--- src/rtl/csum_pkg.sv ---
package csum_pkg;

    typedef enum logic [1:0] {
        ACC_IDLE = 2'd0,
        ACC_SUM  = 2'd1,
        ACC_FOLD = 2'd2
    } acc_state_e;

    // keep mask for the last word; tail = byte count modulo four
    function automatic logic [31:0] tail_keep(input logic [1:0] tail);
        logic [31:0] m;
        case (tail)
            2'd1:    m = 32'hFF00_0000;
            2'd2:    m = 32'hFFFF_0000;
            2'd3:    m = 32'hFFFF_FF00;
            default: m = 32'hFFFF_FFFF;
        endcase
        return m;
    endfunction

endpackage

--- src/rtl/csum_regs.sv ---
module csum_regs #(
    parameter int AW = 32,
    parameter int LW = 16
) (
    input  logic          clk,
    input  logic          rst_n,
    input  logic [3:0]    s_addr,
    input  logic          s_write,
    input  logic [31:0]   s_wdata,
    output logic [31:0]   s_rdata,
    input  logic          fin,
    input  logic [15:0]   fin_sum,
    output logic [AW-1:0] base_o,
    output logic [LW-1:0] len_o,
    output logic          go_o,
    output logic          busy_o,
    output logic          done_o
);

    typedef struct packed {
        logic [AW-1:0] base;
        logic [LW-1:0] len;
        logic          busy;
        logic          done;
        logic [15:0]   result;
    } regs_t;

    regs_t q, d;
    logic  go_d;

    always_comb begin
        d    = q;
        go_d = 1'b0;
        if (fin) begin
            d.busy   = 1'b0;
            d.done   = 1'b1;
            d.result = fin_sum;
        end
        if (s_write) begin
            case (s_addr[3:2])
                2'd0: d.base = s_wdata[AW-1:0];
                2'd1: d.len  = s_wdata[LW-1:0];
                2'd2: begin
                    if (s_wdata[0] && !q.busy) begin
                        if (q.len == '0) begin
                            d.done   = 1'b1;
                            d.result = 16'h0000;
                        end else begin
                            d.busy = 1'b1;
                            d.done = 1'b0;
                            go_d   = 1'b1;
                        end
                    end
                end
                default: ;
            endcase
        end
    end

    always_ff @(posedge clk) begin
        if (!rst_n) begin
            q <= '0;
        end else begin
            q <= d;
        end
    end

    always_comb begin
        case (s_addr[3:2])
            2'd0:    s_rdata = 32'(q.base);
            2'd1:    s_rdata = 32'(q.len);
            2'd2:    s_rdata = {30'd0, q.done, q.busy};
            default: s_rdata = {16'd0, q.result};
        endcase
    end

    assign base_o = q.base;
    assign len_o  = q.len;
    assign go_o   = go_d;
    assign busy_o = q.busy;
    assign done_o = q.done;

endmodule

--- src/rtl/csum_fetch.sv ---
module csum_fetch #(
    parameter int AW      = 32,
    parameter int WW      = 15,
    parameter int MAX_OUT = 2
) (
    input  logic          clk,
    input  logic          rst_n,
    input  logic          go,
    input  logic [AW-1:0] base,
    input  logic [WW-1:0] nwords,
    output logic [AW-1:0] m_address,
    output logic          m_read,
    input  logic          m_waitrequest,
    input  logic          m_readdatavalid
);

    localparam int OW = $clog2(MAX_OUT + 1);

    typedef struct packed {
        logic [AW-1:0] addr;
        logic [WW-1:0] left;
        logic [OW-1:0] outst;
        logic          rd;
    } fetch_t;

    fetch_t q, d;
    logic   taken;

    always_comb begin
        d     = q;
        taken = q.rd && !m_waitrequest;
        if (taken) begin
            d.addr = q.addr + AW'(4);
            d.left = q.left - WW'(1);
        end
        d.outst = q.outst + OW'(taken) - OW'(m_readdatavalid);
        if (go) begin
            d.addr = {base[AW-1:2], 2'b00};
            d.left = nwords;
        end
        d.rd = (d.left != '0) && (d.outst < OW'(MAX_OUT));
    end

    always_ff @(posedge clk) begin
        if (!rst_n) begin
            q <= '0;
        end else begin
            q <= d;
        end
    end

    assign m_address = q.addr;
    assign m_read    = q.rd;

endmodule

--- src/rtl/csum_accum.sv ---
module csum_accum
    import csum_pkg::*;
#(
    parameter int LW = 16,
    parameter int WW = 15
) (
    input  logic          clk,
    input  logic          rst_n,
    input  logic          go,
    input  logic [WW-1:0] nwords,
    input  logic [1:0]    tail,
    input  logic          rvalid,
    input  logic [31:0]   rdata,
    output logic          fin,
    output logic [15:0]   sum
);

    localparam int ACC_W = LW + 16;

    typedef struct packed {
        acc_state_e     st;
        logic [ACC_W-1:0] acc;
        logic [WW-1:0]  left;
        logic [1:0]     tail;
    } acc_t;

    acc_t        q, d;
    logic        fin_d;
    logic        last;
    logic [31:0] word;

    always_comb begin
        d     = q;
        fin_d = 1'b0;
        last  = (q.left == WW'(1));
        word  = last ? (rdata & tail_keep(q.tail)) : rdata;
        case (q.st)
            ACC_IDLE: begin
                if (go) begin
                    d.st   = ACC_SUM;
                    d.acc  = '0;
                    d.left = nwords;
                    d.tail = tail;
                end
            end
            ACC_SUM: begin
                if (rvalid) begin
                    d.acc  = q.acc + ACC_W'(word[31:16]) + ACC_W'(word[15:0]);
                    d.left = q.left - WW'(1);
                    if (last) begin
                        d.st = ACC_FOLD;
                    end
                end
            end
            ACC_FOLD: begin
                if (q.acc[ACC_W-1:16] != '0) begin
                    d.acc = ACC_W'(q.acc[15:0]) + (q.acc >> 16);
                end else begin
                    fin_d = 1'b1;
                    d.st  = ACC_IDLE;
                end
            end
            default: d.st = ACC_IDLE;
        endcase
    end

    always_ff @(posedge clk) begin
        if (!rst_n) begin
            q <= '0;
        end else begin
            q <= d;
        end
    end

    assign fin = fin_d;
    assign sum = q.acc[15:0];

endmodule

--- src/rtl/csum_engine.sv ---
module csum_engine #(
    parameter int AW = 32,
    parameter int LW = 16
) (
    input  logic          clk,
    input  logic          rst_n,
    input  logic [3:0]    s_addr,
    input  logic          s_write,
    input  logic [31:0]   s_wdata,
    output logic [31:0]   s_rdata,
    output logic [AW-1:0] m_address,
    output logic          m_read,
    input  logic          m_waitrequest,
    input  logic [31:0]   m_readdata,
    input  logic          m_readdatavalid
);

    localparam int WW = LW - 1;

    logic [AW-1:0] base_w;
    logic [LW-1:0] len_w;
    logic          go_w;
    logic          busy_w;
    logic          done_w;
    logic          fin_w;
    logic [15:0]   sum_w;
    logic [LW:0]   len_up;
    logic [WW-1:0] nwords_w;

    assign len_up   = {1'b0, len_w} + (LW + 1)'(3);
    assign nwords_w = len_up[LW:2];

    csum_regs #(.AW(AW), .LW(LW)) u_regs (
        .clk     (clk),
        .rst_n   (rst_n),
        .s_addr  (s_addr),
        .s_write (s_write),
        .s_wdata (s_wdata),
        .s_rdata (s_rdata),
        .fin     (fin_w),
        .fin_sum (sum_w),
        .base_o  (base_w),
        .len_o   (len_w),
        .go_o    (go_w),
        .busy_o  (busy_w),
        .done_o  (done_w)
    );

    csum_fetch #(.AW(AW), .WW(WW), .MAX_OUT(2)) u_fetch (
        .clk             (clk),
        .rst_n           (rst_n),
        .go              (go_w),
        .base            (base_w),
        .nwords          (nwords_w),
        .m_address       (m_address),
        .m_read          (m_read),
        .m_waitrequest   (m_waitrequest),
        .m_readdatavalid (m_readdatavalid)
    );

    csum_accum #(.LW(LW), .WW(WW)) u_accum (
        .clk    (clk),
        .rst_n  (rst_n),
        .go     (go_w),
        .nwords (nwords_w),
        .tail   (len_w[1:0]),
        .rvalid (m_readdatavalid),
        .rdata  (m_readdata),
        .fin    (fin_w),
        .sum    (sum_w)
    );

endmodule

--- config.mk ---
export PLATFORM = sky130hd
export DESIGN_NAME = csum_engine
export DESIGN_NICKNAME = d
export VERILOG_FILES = /design/src/rtl/csum_pkg.sv /design/src/rtl/csum_regs.sv /design/src/rtl/csum_fetch.sv /design/src/rtl/csum_accum.sv /design/src/rtl/csum_engine.sv
export SDC_FILE = /design/constraint.sdc
export NUM_CORES = 1
export LEC_CHECK = 0
export BUFFER_PORTS_ARGS = -buffer_cell sky130_fd_sc_hd__buf_2
export CORE_MARGIN = 2
export CORE_UTILIZATION = 45
export DETAILED_ROUTE_END_ITERATION = 7
export GPL_ROUTABILITY_DRIVEN = 0
export PLACE_DENSITY_LB_ADDON = 0.15
export SYNTH_ARGS = -nofsm -noshare
export SYNTH_HDL_FRONTEND = slang
export SYNTH_HIERARCHICAL = 1
export SYNTH_SLANG_ARGS = --single-unit
--- constraint.sdc ---
create_clock -name clk -period 7 [get_ports clk]
set_clock_uncertainty 0.1 [all_clocks]
set_input_delay 0.7 -clock clk [delete_from_list [all_inputs] [get_ports clk]]
set_output_delay 0.7 -clock clk [all_outputs]
set_load 0.01 [all_outputs]
==> insert_results.sql <==
INSERT INTO impl_metrics (metric_group, metric, value, unit) VALUES
('global_route', 'global_route.usage.total', '23.96', '%'),
('drt', 'route.final.wire_length', '32.28', 'mm'),
('cts', 'h-tree-depth', '4', ''),
('critical_path', 'timing.critical_path.fanout_max', '11', ''),
('power', 'clock_power_share', '39.6', '%'),
('critical_path', 'setup.reg_to_reg.worst_slack', '1750', 'ps'),
('drt', 'routed-via-count', '10086', ''),
('die', 'die_area', '27080', 'um2'),
('sta', 'min_period', '5249', 'ps'),
('global_route', 'pin_count_of_the_biggest_net_entering_global_routing', '61', ''),
('cells_and_area', 'fillers', '2514', ''),
('power', 'power_frac_seq', '41.8', '%'),
('sta', 'setup_ws', '1751', 'ps'),
('synthesis', 'synth_area', '11600', 'um2'),
('critical_path', 'number_of_buffers_and_inverters_on_the_critical_path', '0', ''),
('cells_and_area', 'drive_above_1_share', '15.98', '%'),
('critical_path', 'critical-path-max-stage-delay', '720', 'ps'),
('power', 'report.power.total', '2.477', 'mW'),
('critical_path', 'crit_family', 'compound AO/OA/AOI/OAI gates', ''),
('cells_and_area', 'synthToLayoutAreaGrowth', '6.386', '%'),
('global_route', 'grt_pass1_vias', '9467', ''),
('power', 'irDropWorstVdd', '172.1', 'uV'),
('critical_path', 'worst_path_max_delay_cell', 'sky130_fd_sc_hd__a31oi_1', ''),
('critical_path', 'cp_data_required_time', '7230', 'ps'),
('sta', 'rsz0062_at_grt', 'no', ''),
('critical_path', 'worst_setup_path_start_kind', 'register', ''),
('drt', 'post_drt_via_cell_ratio', '5.714', ''),
('cts', 'cts_buffer_depth', '2', ''),
('power', 'proportion_of_total_power_due_to_net_switching', '30.52', '%'),
('cells_and_area', 'sequential_cell_area', '3303', 'um2'),
('cts', 'cts_sinks', '165', ''),
('drt', 'final_antenna_net_count', '0', ''),
('power', 'cellPowerDensity', '200.7', 'nW/um2'),
('cts', 'cts_tree', 'built', ''),
('power', 'internal_power', '1.721', 'mW'),
('critical_path', 'timing_worst_setup_path_type', 'register to register', ''),
('placed_design', 'post-place-ws', '1829', 'ps'),
('status', 'result_of_the_run', 'finished clean', ''),
('synthesis', 'ys.warnings.count', '6', ''),
('run', 'drv_cap', '0', ''),
('cts', 'postCtsSetupRepairBufs', '0', ''),
('die', 'die_x', '164.6', 'um'),
('cells_and_area', 'filler_free_cell_count_of_the_finished_design', '1765', ''),
('die', 'core_area', '25250', 'um2'),
('synthesis', 'syn_inst', '1419', ''),
('die', 'floorplan.die.height', '164.6', 'um'),
('synthesis', 'synth_area_per_cell', '8.175', 'um2'),
('cts', 'root_buffer', 'sky130_fd_sc_hd__clkbuf_16', ''),
('drt', 'routedWlPerCell', '18.29', 'um'),
('cts', 'clkSlewWorstSetupHoldPaths', '70', 'ps'),
('die', 'floorplan.initialDensity', '45.93', '%'),
('placed_design', 'placed_cells_incl_taps', '1731', ''),
('sta', 'worst_slew_margin_rel', '31.43', '%'),
('cells_and_area', 'layout.nets', '1555', ''),
('die', 'floorplan.rows', '58', ''),
('power', 'p_leak', '5.117', 'nW'),
('cells_and_area', 'multi_input_comb_area', '7047', 'um2'),
('worst_hold_path', 'hp-class', 'register to register', ''),
('sta', 'setup_total_negative_slack', '0', 'ps'),
('sta', 'finalSetupViolations', '0', ''),
('global_route', 'wire_length_of_the_first_global_routing_pass', '51.01', 'mm'),
('cts', 'cts.repair.resized', '0', ''),
('power', 'power.share.combinational', '18.6', '%'),
('cts', 'post_cts_hold_buffer_count', '0', ''),
('critical_path', 'critPathArrivalTime', '5480', 'ps'),
('die', 'io-pin-count', '138', ''),
('drt', 'drt-pass1-iter-count', '6', ''),
('drt', 'detailedRoute.firstIterationViolations', '847', ''),
('power', 'netSwitchingPower', '0.7560', 'mW'),
('sta', 'final_max_slew_viol_count', '0', ''),
('global_route', 'grt.overflow.total', '0', ''),
('sta', 'hold_viol_final', '0', ''),
('critical_path', 'setup.worst_path.end_class', 'register', ''),
('cts', 'tritoncts.num_buffers', '17', ''),
('sta', 'tightest_slew', '1019', 'ps'),
('sta', 'finalCritPeriodShare', '74.98', '%'),
('critical_path', 'critical_path.cell_chain', 'or4_1, nor3_2, and3_1, nand2_1, and2_1, fa_1, ha_1, o21a_1, o21ai_0, o21ai_2, a41o_1, a31oi_1, o31ai_1, a21o_1', ''),
('sta', 'fmax', '190.5', 'MHz'),
('placed_design', 'place.detailed.hpwl', '23.95', 'mm'),
('placed_design', 'portBuffers', '133', ''),
('drt', 'detail_route.drc_violations', '0', ''),
('global_route', 'grt_antenna_before_repair', '2', ''),
('cts', 'clk-insertion-delay-late', '430', 'ps');
## cell type report
type	instances	share of cell area, %
repair buffers	144	6.083
clock inverters	14	1.308
multi-input cells	1033	57.10
well taps	330	3.346
flip-flops and latches	165	26.77
clock buffers	18	3.559
inverters	59	1.795
diodes	2	0.04056
## worst paths after layout
kind,start,end,cells past startpoint
setup / recovery,u_accum/q[6],u_accum/q[38],14
hold / removal,u_regs/base_o[0],u_regs/base_o[0],2
setup reg to reg,u_accum/q[6],u_accum/q[38],14
hold reg to reg,u_regs/base_o[0],u_regs/base_o[0],2
## routing by layer
metal  global-route usage [%]  vias up  part of all wire, %
li1                         -     4956                    -
met1                    33.40     4838                   47
met2                    38.87      257                   48
met3                    3.014       35                  3.8
met4                    7.036        0                  1.6
met5                        0        -                    0
## power groups by stage
stage          registers [mW]  clock network (mW)  logic, mW
2_1_floorplan            1.03                   0      0.367
3_3_place_gp             1.05                   0      0.452
3_5_place_dp             1.06                   0      0.454
4_1_cts                  1.03                1.00      0.458
5_1_grt                  1.04                1.04      0.516
6_report                 1.04               0.981      0.460
## cell usage in the layout (no fill, tap or decap), types with 20 or more instances in the layout
cell type and n:
sky130_fd_sc_hd__xnor2_1 44, sky130_fd_sc_hd__nand3_1 45, sky130_fd_sc_hd__ha_1 44, sky130_fd_sc_hd__xor2_1 35, sky130_fd_sc_hd__and2_1 50, sky130_fd_sc_hd__inv_1 57, sky130_fd_sc_hd__nor4_1 23, sky130_fd_sc_hd__nor3_1 20
sky130_fd_sc_hd__a21boi_0 23, sky130_fd_sc_hd__o211ai_1 24, sky130_fd_sc_hd__a21oi_1 74, sky130_fd_sc_hd__a21boi_1 31, sky130_fd_sc_hd__nand2b_1 22, sky130_fd_sc_hd__o21ai_0 77, sky130_fd_sc_hd__nand2_1 190, sky130_fd_sc_hd__buf_2 132
sky130_fd_sc_hd__dfxtp_1 165, sky130_fd_sc_hd__nor2_1 47
## registers in the layout (all words and copies together), names as in the netlist
name               count
u_accum/q             35
u_accum/sum           16
u_fetch/m_address     30
u_fetch/m_read         1
u_fetch/q             17
u_regs/base_o         32
u_regs/busy_o          1
u_regs/done_o          1
u_regs/len_o          16
u_regs/q              16
## worst min-delay path: cells and delay by family, from the launching register on
family / cells / cell delay [ps]
AO/OA/AOI/OAI: 1 / 50
flip-flops: 1 / 320
AND/OR/NAND/NOR: 1 / 50
## per-stage QoR
stage	util, %	instance area (um2)	hold WS, ps
after floorplan	-	11600	332.1
after global placement	46.47	11740	341.2
after detailed placement	46.47	11740	352.0
after CTS	48.85	12340	366.3
after global routing	48.87	12340	395.2
final	48.87	12340	363.8
Power figures use the tool's default switching activity.
